<file path="config.mk">
export PLATFORM = sky130hd
export DESIGN_NAME = rename_map_unit
export DESIGN_NICKNAME = d
export VERILOG_FILES = /design/src/rtl/rn_pkg.sv /design/src/rtl/rn_map_table.sv /design/src/rtl/rn_free_list.sv /design/src/rtl/rn_pend_queue.sv /design/src/rtl/rename_map_unit.sv
export SDC_FILE = /design/constraint.sdc
export NUM_CORES = 2
export LEC_CHECK = 0
export ABC_AREA = 1
export ABC_CLOCK_PERIOD_IN_PS = 5700
export BUFFER_PORTS_ARGS = -buffer_cell sky130_fd_sc_hd__buf_2
export CORE_ASPECT_RATIO = 1.5
export CORE_MARGIN = 2
export CORE_UTILIZATION = 45
export CTS_BUF_LIST = sky130_fd_sc_hd__clkbuf_16
export CTS_CLUSTER_SIZE = 8
export DETAILED_ROUTE_END_ITERATION = 12
export MAX_ROUTING_LAYER = met4
export PLACE_DENSITY = 0.7
export SYNTH_ARGS = -nofsm -noshare
export SYNTH_HDL_FRONTEND = slang
export SYNTH_SLANG_ARGS = --single-unit
</file>
<file path="constraint.sdc">
create_clock -name clk -period 5.7 [get_ports clk]
set_input_delay 1.14 -clock clk [delete_from_list [all_inputs] [get_ports clk]]
set_output_delay 1.14 -clock clk [all_outputs]
set_load 0.01 [all_outputs]
</file>
<file path="src/rtl/rn_pkg.sv">
package rn_pkg;

  localparam int unsigned ARCH_REGS_DEF = 32;
  localparam int unsigned PHYS_REGS_DEF = 40;

  // circular pointer advance for a ring of arbitrary depth
  function automatic int unsigned ring_add(int unsigned base, int unsigned step,
                                           int unsigned depth);
    return (base + step) % depth;
  endfunction

  // physical register placed in free-list slot s at reset
  function automatic int unsigned reset_free_reg(int unsigned slot, int unsigned arch_regs);
    return arch_regs + slot;
  endfunction

endpackage

</file>
<file path="src/rtl/rn_map_table.sv">
module rn_map_table #(
  parameter int unsigned NA = 32,
  parameter int unsigned PW = 6,
  localparam int unsigned AW = $clog2(NA)
) (
  input  logic          clk,
  input  logic          rst_n,
  input  logic [AW-1:0] rd_a,
  input  logic [AW-1:0] rd_b,
  input  logic [AW-1:0] rd_d,
  output logic [PW-1:0] rdata_a,
  output logic [PW-1:0] rdata_b,
  output logic [PW-1:0] rdata_d,
  input  logic          spec_we,
  input  logic [AW-1:0] spec_waddr,
  input  logic [PW-1:0] spec_wdata,
  input  logic          comm_we,
  input  logic [AW-1:0] comm_waddr,
  input  logic [PW-1:0] comm_wdata,
  input  logic          restore
);

  logic [NA-1:0][PW-1:0] spec_q;
  logic [NA-1:0][PW-1:0] comm_q;

  // reads see the state before this cycle's write
  assign rdata_a = spec_q[rd_a];
  assign rdata_b = spec_q[rd_b];
  assign rdata_d = spec_q[rd_d];

  for (genvar i = 0; i < NA; i++) begin : g_entry
    logic          comm_hit;
    logic [PW-1:0] comm_next;
    assign comm_hit  = comm_we && (comm_waddr == AW'(i));
    assign comm_next = comm_hit ? comm_wdata : comm_q[i];

    always_ff @(posedge clk) begin
      if (!rst_n) begin
        comm_q[i] <= PW'(i);
        spec_q[i] <= PW'(i);
      end else begin
        comm_q[i] <= comm_next;
        if (restore)
          spec_q[i] <= comm_next;
        else if (spec_we && (spec_waddr == AW'(i)))
          spec_q[i] <= spec_wdata;
      end
    end
  end

  p_restore_copies_r8: assert property (@(posedge clk) disable iff (!rst_n)
    (restore && !comm_we) |=> (spec_q == comm_q));

  p_commit_lands_r5: assert property (@(posedge clk) disable iff (!rst_n)
    comm_we |=> (comm_q[$past(comm_waddr)] == $past(comm_wdata)));

endmodule

</file>
<file path="src/rtl/rn_free_list.sv">
module rn_free_list #(
  parameter int unsigned NA    = 32,
  parameter int unsigned PW    = 6,
  parameter int unsigned DEPTH = 8,
  localparam int unsigned PTRW = (DEPTH > 1) ? $clog2(DEPTH) : 1,
  localparam int unsigned CW   = $clog2(DEPTH + 1)
) (
  input  logic                     clk,
  input  logic                     rst_n,
  input  logic                     pop,
  input  logic                     push,
  input  logic [PW-1:0]            push_val,
  input  logic                     restore_en,
  input  logic [CW-1:0]            restore_cnt,
  input  logic [DEPTH-1:0][PW-1:0] restore_vals,
  output logic [PW-1:0]            head_val,
  output logic [CW-1:0]            count
);

  logic [DEPTH-1:0][PW-1:0] mem_q, mem_d;
  logic [PTRW-1:0]          head_q, head_d, tail_q, tail_d, tail_one;
  logic [CW-1:0]            count_q, count_d;

  assign head_val = mem_q[head_q];
  assign count    = count_q;

  always_comb begin
    mem_d    = mem_q;
    tail_one = tail_q;
    if (push) begin
      mem_d[tail_q] = push_val;
      tail_one      = PTRW'(rn_pkg::ring_add(tail_q, 1, DEPTH));
    end
    tail_d = tail_one;
    if (restore_en) begin
      for (int k = 0; k < DEPTH; k++) begin
        if (k < int'(restore_cnt))
          mem_d[PTRW'(rn_pkg::ring_add(tail_one, k, DEPTH))] = restore_vals[k];
      end
      tail_d = PTRW'(rn_pkg::ring_add(tail_one, restore_cnt, DEPTH));
    end
    head_d  = pop ? PTRW'(rn_pkg::ring_add(head_q, 1, DEPTH)) : head_q;
    count_d = count_q - CW'(pop) + CW'(push) + (restore_en ? restore_cnt : CW'(0));
  end

  always_ff @(posedge clk) begin
    if (!rst_n) begin
      for (int s = 0; s < DEPTH; s++)
        mem_q[s] <= PW'(rn_pkg::reset_free_reg(s, NA));
      head_q  <= '0;
      tail_q  <= '0;
      count_q <= CW'(DEPTH);
    end else begin
      mem_q   <= mem_d;
      head_q  <= head_d;
      tail_q  <= tail_d;
      count_q <= count_d;
    end
  end

  p_pop_has_entry_r4: assert property (@(posedge clk) disable iff (!rst_n)
    pop |-> (count_q != '0));

  p_no_pop_in_restore_r8: assert property (@(posedge clk) disable iff (!rst_n)
    restore_en |-> !pop);

  p_count_bound_r10: assert property (@(posedge clk) disable iff (!rst_n)
    count_q <= CW'(DEPTH));

endmodule

</file>
<file path="src/rtl/rn_pend_queue.sv">
module rn_pend_queue #(
  parameter int unsigned AW    = 5,
  parameter int unsigned PW    = 6,
  parameter int unsigned DEPTH = 8,
  localparam int unsigned PTRW = (DEPTH > 1) ? $clog2(DEPTH) : 1,
  localparam int unsigned CW   = $clog2(DEPTH + 1)
) (
  input  logic                     clk,
  input  logic                     rst_n,
  input  logic                     push,
  input  logic [AW-1:0]            push_arch,
  input  logic [PW-1:0]            push_new,
  input  logic [PW-1:0]            push_old,
  input  logic                     pop,
  input  logic                     clear,
  output logic [AW-1:0]            head_arch,
  output logic [PW-1:0]            head_new,
  output logic [PW-1:0]            head_old,
  output logic [CW-1:0]            count,
  output logic [DEPTH-1:0][PW-1:0] ord_new
);

  logic [DEPTH-1:0][AW-1:0] arch_q;
  logic [DEPTH-1:0][PW-1:0] new_q;
  logic [DEPTH-1:0][PW-1:0] old_q;
  logic [PTRW-1:0]          head_q, tail_q;
  logic [CW-1:0]            count_q;

  assign head_arch = arch_q[head_q];
  assign head_new  = new_q[head_q];
  assign head_old  = old_q[head_q];
  assign count     = count_q;

  // entries listed oldest first, for a bulk return on flush
  for (genvar k = 0; k < DEPTH; k++) begin : g_ord
    assign ord_new[k] = new_q[PTRW'(rn_pkg::ring_add(head_q, k, DEPTH))];
  end

  always_ff @(posedge clk) begin
    if (!rst_n) begin
      arch_q  <= '0;
      new_q   <= '0;
      old_q   <= '0;
      head_q  <= '0;
      tail_q  <= '0;
      count_q <= '0;
    end else if (clear) begin
      head_q  <= '0;
      tail_q  <= '0;
      count_q <= '0;
    end else begin
      if (push) begin
        arch_q[tail_q] <= push_arch;
        new_q[tail_q]  <= push_new;
        old_q[tail_q]  <= push_old;
        tail_q         <= PTRW'(rn_pkg::ring_add(tail_q, 1, DEPTH));
      end
      if (pop)
        head_q <= PTRW'(rn_pkg::ring_add(head_q, 1, DEPTH));
      count_q <= count_q + CW'(push) - CW'(pop);
    end
  end

  p_pop_has_entry_r6: assert property (@(posedge clk) disable iff (!rst_n)
    pop |-> (count_q != '0));

  p_no_overflow_r10: assert property (@(posedge clk) disable iff (!rst_n)
    push |-> ((count_q != CW'(DEPTH)) || pop));

  p_clear_empties_r8: assert property (@(posedge clk) disable iff (!rst_n)
    clear |=> (count_q == '0));

endmodule

</file>
<file path="src/rtl/rename_map_unit.sv">
module rename_map_unit #(
  parameter int unsigned NUM_ARCH = rn_pkg::ARCH_REGS_DEF,
  parameter int unsigned NUM_PHYS = rn_pkg::PHYS_REGS_DEF,
  localparam int unsigned AW      = $clog2(NUM_ARCH),
  localparam int unsigned PW      = $clog2(NUM_PHYS),
  localparam int unsigned SPARE   = NUM_PHYS - NUM_ARCH,
  localparam int unsigned CW      = $clog2(SPARE + 1)
) (
  input  logic          clk,
  input  logic          rst_n,
  input  logic          rn_valid,
  input  logic [AW-1:0] rn_src_a,
  input  logic [AW-1:0] rn_src_b,
  input  logic [AW-1:0] rn_dst,
  input  logic          commit,
  input  logic          flush,
  output logic          rn_ok,
  output logic          rn_stall,
  output logic [PW-1:0] rn_src_a_phys,
  output logic [PW-1:0] rn_src_b_phys,
  output logic [PW-1:0] rn_dst_phys,
  output logic [PW-1:0] rn_prev_phys
);

  // named internal events
  logic          fl_empty;
  logic          do_rename;
  logic          do_commit;
  logic [CW-1:0] fl_count;
  logic [CW-1:0] pq_count;
  logic [PW-1:0] fl_head;
  logic [AW-1:0] pq_head_arch;
  logic [PW-1:0] pq_head_new;
  logic [PW-1:0] pq_head_old;
  logic [SPARE-1:0][PW-1:0] pq_ord_new;
  logic [SPARE-1:0][PW-1:0] ret_vals;
  logic [CW-1:0] ret_cnt;

  assign fl_empty  = (fl_count == '0);
  assign do_rename = rn_valid && !flush && !fl_empty;
  assign do_commit = commit && (pq_count != '0);

  assign rn_ok       = do_rename;
  assign rn_stall    = rn_valid && !flush && fl_empty;
  assign rn_dst_phys = fl_head;

  // on flush the retiring head (if any) is skipped; the rest return in age order
  assign ret_cnt = pq_count - CW'(do_commit);
  for (genvar k = 0; k < SPARE; k++) begin : g_ret
    if (k + 1 < SPARE) begin : g_shift
      assign ret_vals[k] = do_commit ? pq_ord_new[k+1] : pq_ord_new[k];
    end else begin : g_last
      assign ret_vals[k] = do_commit ? '0 : pq_ord_new[k];
    end
  end

  rn_map_table #(.NA(NUM_ARCH), .PW(PW)) map_i (
    .clk        (clk),
    .rst_n      (rst_n),
    .rd_a       (rn_src_a),
    .rd_b       (rn_src_b),
    .rd_d       (rn_dst),
    .rdata_a    (rn_src_a_phys),
    .rdata_b    (rn_src_b_phys),
    .rdata_d    (rn_prev_phys),
    .spec_we    (do_rename),
    .spec_waddr (rn_dst),
    .spec_wdata (fl_head),
    .comm_we    (do_commit),
    .comm_waddr (pq_head_arch),
    .comm_wdata (pq_head_new),
    .restore    (flush)
  );

  rn_free_list #(.NA(NUM_ARCH), .PW(PW), .DEPTH(SPARE)) free_i (
    .clk          (clk),
    .rst_n        (rst_n),
    .pop          (do_rename),
    .push         (do_commit),
    .push_val     (pq_head_old),
    .restore_en   (flush),
    .restore_cnt  (ret_cnt),
    .restore_vals (ret_vals),
    .head_val     (fl_head),
    .count        (fl_count)
  );

  rn_pend_queue #(.AW(AW), .PW(PW), .DEPTH(SPARE)) pend_i (
    .clk       (clk),
    .rst_n     (rst_n),
    .push      (do_rename),
    .push_arch (rn_dst),
    .push_new  (fl_head),
    .push_old  (rn_prev_phys),
    .pop       (do_commit),
    .clear     (flush),
    .head_arch (pq_head_arch),
    .head_new  (pq_head_new),
    .head_old  (pq_head_old),
    .count     (pq_count),
    .ord_new   (pq_ord_new)
  );

  p_conserve_r10: assert property (@(posedge clk) disable iff (!rst_n)
    (fl_count + pq_count) == CW'(SPARE));

  p_stall_excl_r4: assert property (@(posedge clk) disable iff (!rst_n)
    rn_stall |-> !rn_ok);

  p_fresh_dst_r3: assert property (@(posedge clk) disable iff (!rst_n)
    rn_ok |-> (rn_dst_phys != rn_prev_phys));

  p_flush_drops_r8: assert property (@(posedge clk) disable iff (!rst_n)
    flush |-> (!rn_ok && !rn_stall));

  p_overlap_balance_r7: assert property (@(posedge clk) disable iff (!rst_n)
    (do_rename && do_commit) |=> (fl_count == $past(fl_count)));

  p_idle_commit_r6: assert property (@(posedge clk) disable iff (!rst_n)
    (commit && (pq_count == '0) && !rn_valid && !flush) |=> $stable(fl_count));

endmodule

</file>
==> flow_summary.ini <==
[run_status]
status = completed

[clock_network]
cts-root-buf = clkbuf_16
numClockSinks = 588
clk_pin_slew_ns = 0.05
cts_htree_levels = 3
clk_latency_ns = 0.68
post-cts-setup-buffers = 0
tritoncts = yes
cts_resized = 0
ctsHoldBuffers = 0
clockBufferDepth = 3
cts_buffers = 84

[routing]
final_antenna_net_count = 0
finalWirelength_mm = 160
avgViaCountPerCell = 6.09
num_vias = 40200
post_drt_wl_per_cell_um = 24.2
drt_iter0_drc = 4375
drc = 0
firstDrtPassIters = 7

[placed_design]
dpl_cell_area_sq_um = 36900
hpwl_mm = 113
dp_slack_ns = 0.740
dp.cells = 6496
place_congestion = 1.05
numPortBuffers = 45

[pwr]
p_leak_nw = 16.1
power.density_nw_per_um2 = 498
vdd_drop_max_mv = 0.352
p_total_mw = 19.5

[finish]
final_area_sq_um = 39200
finish.utilization = 0.491
layout.area.seq_sq_um = 11800
final_cells = 6594
nFillCells = 8266
nets = 5594
area_delta_synth_final_pct = 8.53
multi_input_area_sq_um = 21300
final_common_cell = nand2_1
drive_gt1_frac = 0.0836
final_cell_mix = 1347 x nand2_1, 752 x o21ai_0, 628 x nor2_1, 587 x dfxtp_1, 508 x a21oi_1

[timing]
finalHoldViolations = 0
rsz0062_at_grt = no
finClkSkew_ns = 0.0668
fin_hold_ws_ns = 0.454
min_period_ns = 5.40
max_freq_mhz = 185
timing.final.crit_share = 0.947
slew_violations = 0
tightest_slew_ns = 1.20
timing.final.ws_setup_ns = 0.303
slew_headroom = 0.198
fin_tns_setup_ns = 0
final-setup-viol-count = 0

[global_route]
antenna_found_initial = 1
grt_overflow = 0
grt_max_degree = 195
grt_pass1_wl_mm = 236
grt_util_all_layers = 0.388
grt_pass1_vias = 37100

[die]
start_util = 0.453
rows = 127
die_w_um = 235
chipHeight_um = 351
dieArea_sq_um = 82600
core-area_sq_um = 79800
ioPinCount = 46

[setup_path]
critPathKind = in2out
r2r-start = free_i.tail_q[0]
cp.required_ns = 4.56
r2r_slack_ns = 1.56
arrival_ns = 4.26
setup.worst_path.start = rn_dst[1]
rr_endpoint = free_i.mem_q[21]
cp-end-kind = output pin
cp-endpoint = rn_prev_phys[5]
crit_path_start_kind = input port
crit_fanout = 43
r2r_cells = 14

[yosys]
synth_area_sq_um = 36100
synth_xor_area_frac = 0.00291
yosysTopAreaCell = dfxtp_1
synth_mux_area_frac = 0.00374
synth_top_family_by_area = simple AND/OR/NAND/NOR gates
synthAdderAreaFrac = 0.00915
synthFlopType = dfxtp_1
netlist_top_cells_area = dfxtp_1 33%, nand2_1 14%, o21ai_0 10%, a21oi_1 7.0%, nor2_1 6.7%
synth.distinct_cells = 60
synth_fp_nets = 5739
synth-simple-area-share = 0.295
ys_seq_elements = 588
synth_top_area_share = 0.326
avgSynthCellArea_sq_um = 6.34
async_flop_share = 0
synth_compound_area_frac = 0.275
synth_edf_count = 0
yosysWarnings = 0
ys_seq_area_frac = 0.326
synthCells = 5695

[flow_run]
max_cap_viol_count = 0

[min_path]
hp-start = pend_i.arch_q[36]
hp-class = reg2reg
-- sequential cells by signal, indices dropped and copies added (netlist names) --
| name | flops |
|---|---|
| pend_i.arch_q | 40 |
| pend_i.new_q | 48 |
| free_i.tail_q | 3 |
| free_i.head_q | 3 |
| free_i.mem_q | 48 |
| pend_i.tail_q | 3 |
| pend_i.head_q | 3 |
| pend_i.old_q | 48 |
| map_i.spec_q | 192 |
| map_i.comm_q | 192 |
| pend_i.count | 4 |
| free_i.count | 4 |
-- worst max-delay path, cell delays in order --
cell and delay [ns]:
buf_2 0.34, nand2_2 0.25, inv_2 0.70, nand2_1 0.08
o21ai_0 0.12, a221oi_1 0.09, o2111ai_1 0.91, mux2i_4 0.28
inv_1 0.14, buf_2 0.14
-- cells in the mapped netlist (20+ instances only) --
cell type / count
nand2_1: 1348
o21ai_0: 755
nor2_1: 640
dfxtp_1: 588
a21oi_1: 508
nand3_1: 369
inv_1: 332
clkbuf_1: 237
o21ai_1: 132
o211ai_1: 87
a22oi_1: 84
o221ai_1: 77
buf_2: 69
inv_2: 62
buf_1: 33
nand2_2: 32
a22o_1: 26
nor2_4: 24
a32oi_1: 23
nor2_2: 23
ha_1: 20
-- final cells by class --
| cell class | count | share of cell area |
|---|---|---|
| Inverter | 412 | 0.0397 |
| Clock buffer | 84 | 0.0536 |
| Multi-Input combinational cell | 4327 | 0.542 |
| Antenna cell | 1 | 0.0000638 |
| Clock inverter | 13 | 0.00581 |
| Tap cell | 1032 | 0.0329 |
| Sequential cell | 588 | 0.300 |
| Timing Repair Buffer | 137 | 0.0252 |
-- report_power, final --
| group | internal (mW) | total [mW] | switching (mW) |
|---|---|---|---|
| combinational | 2.48 | 10.2 | 7.68 |
| sequential | 4.45 | 4.80 | 0.348 |
| clock | 2.68 | 4.57 | 1.90 |
-- cells by family after synthesis --
| family | after synthesis |
|---|---|
| buffers and inverters | 780 |
| AND/OR/NAND/NOR | 2521 |
| flip-flops | 588 |
| AO/OA/AOI/OAI | 1767 |
| XOR/XNOR | 9 |
| adder cells (fa/ha/maj) | 24 |
| multiplexers | 6 |
-- per-layer routing --
layer	GRT usage	wire, um
met1	0.422	58400
met2	0.641	74400
met3	0.0466	11100
met4	0.319	15600
met5	-	0
-- worst min path at each step --
stage / end / slack (ns) / cells after the start
global route: pend_i.arch_q[6] / 0.48 / 2
finish: pend_i.arch_q[36] / 0.45 / 2
CTS: pend_i.arch_q[6] / 0.46 / 2
detailed placement: map_i.comm_q[109] / 0.44 / 2
floorplan: map_i.comm_q[109] / 0.43 / 2
global placement: map_i.comm_q[109] / 0.44 / 2
Power figures use the tool's default switching activity.
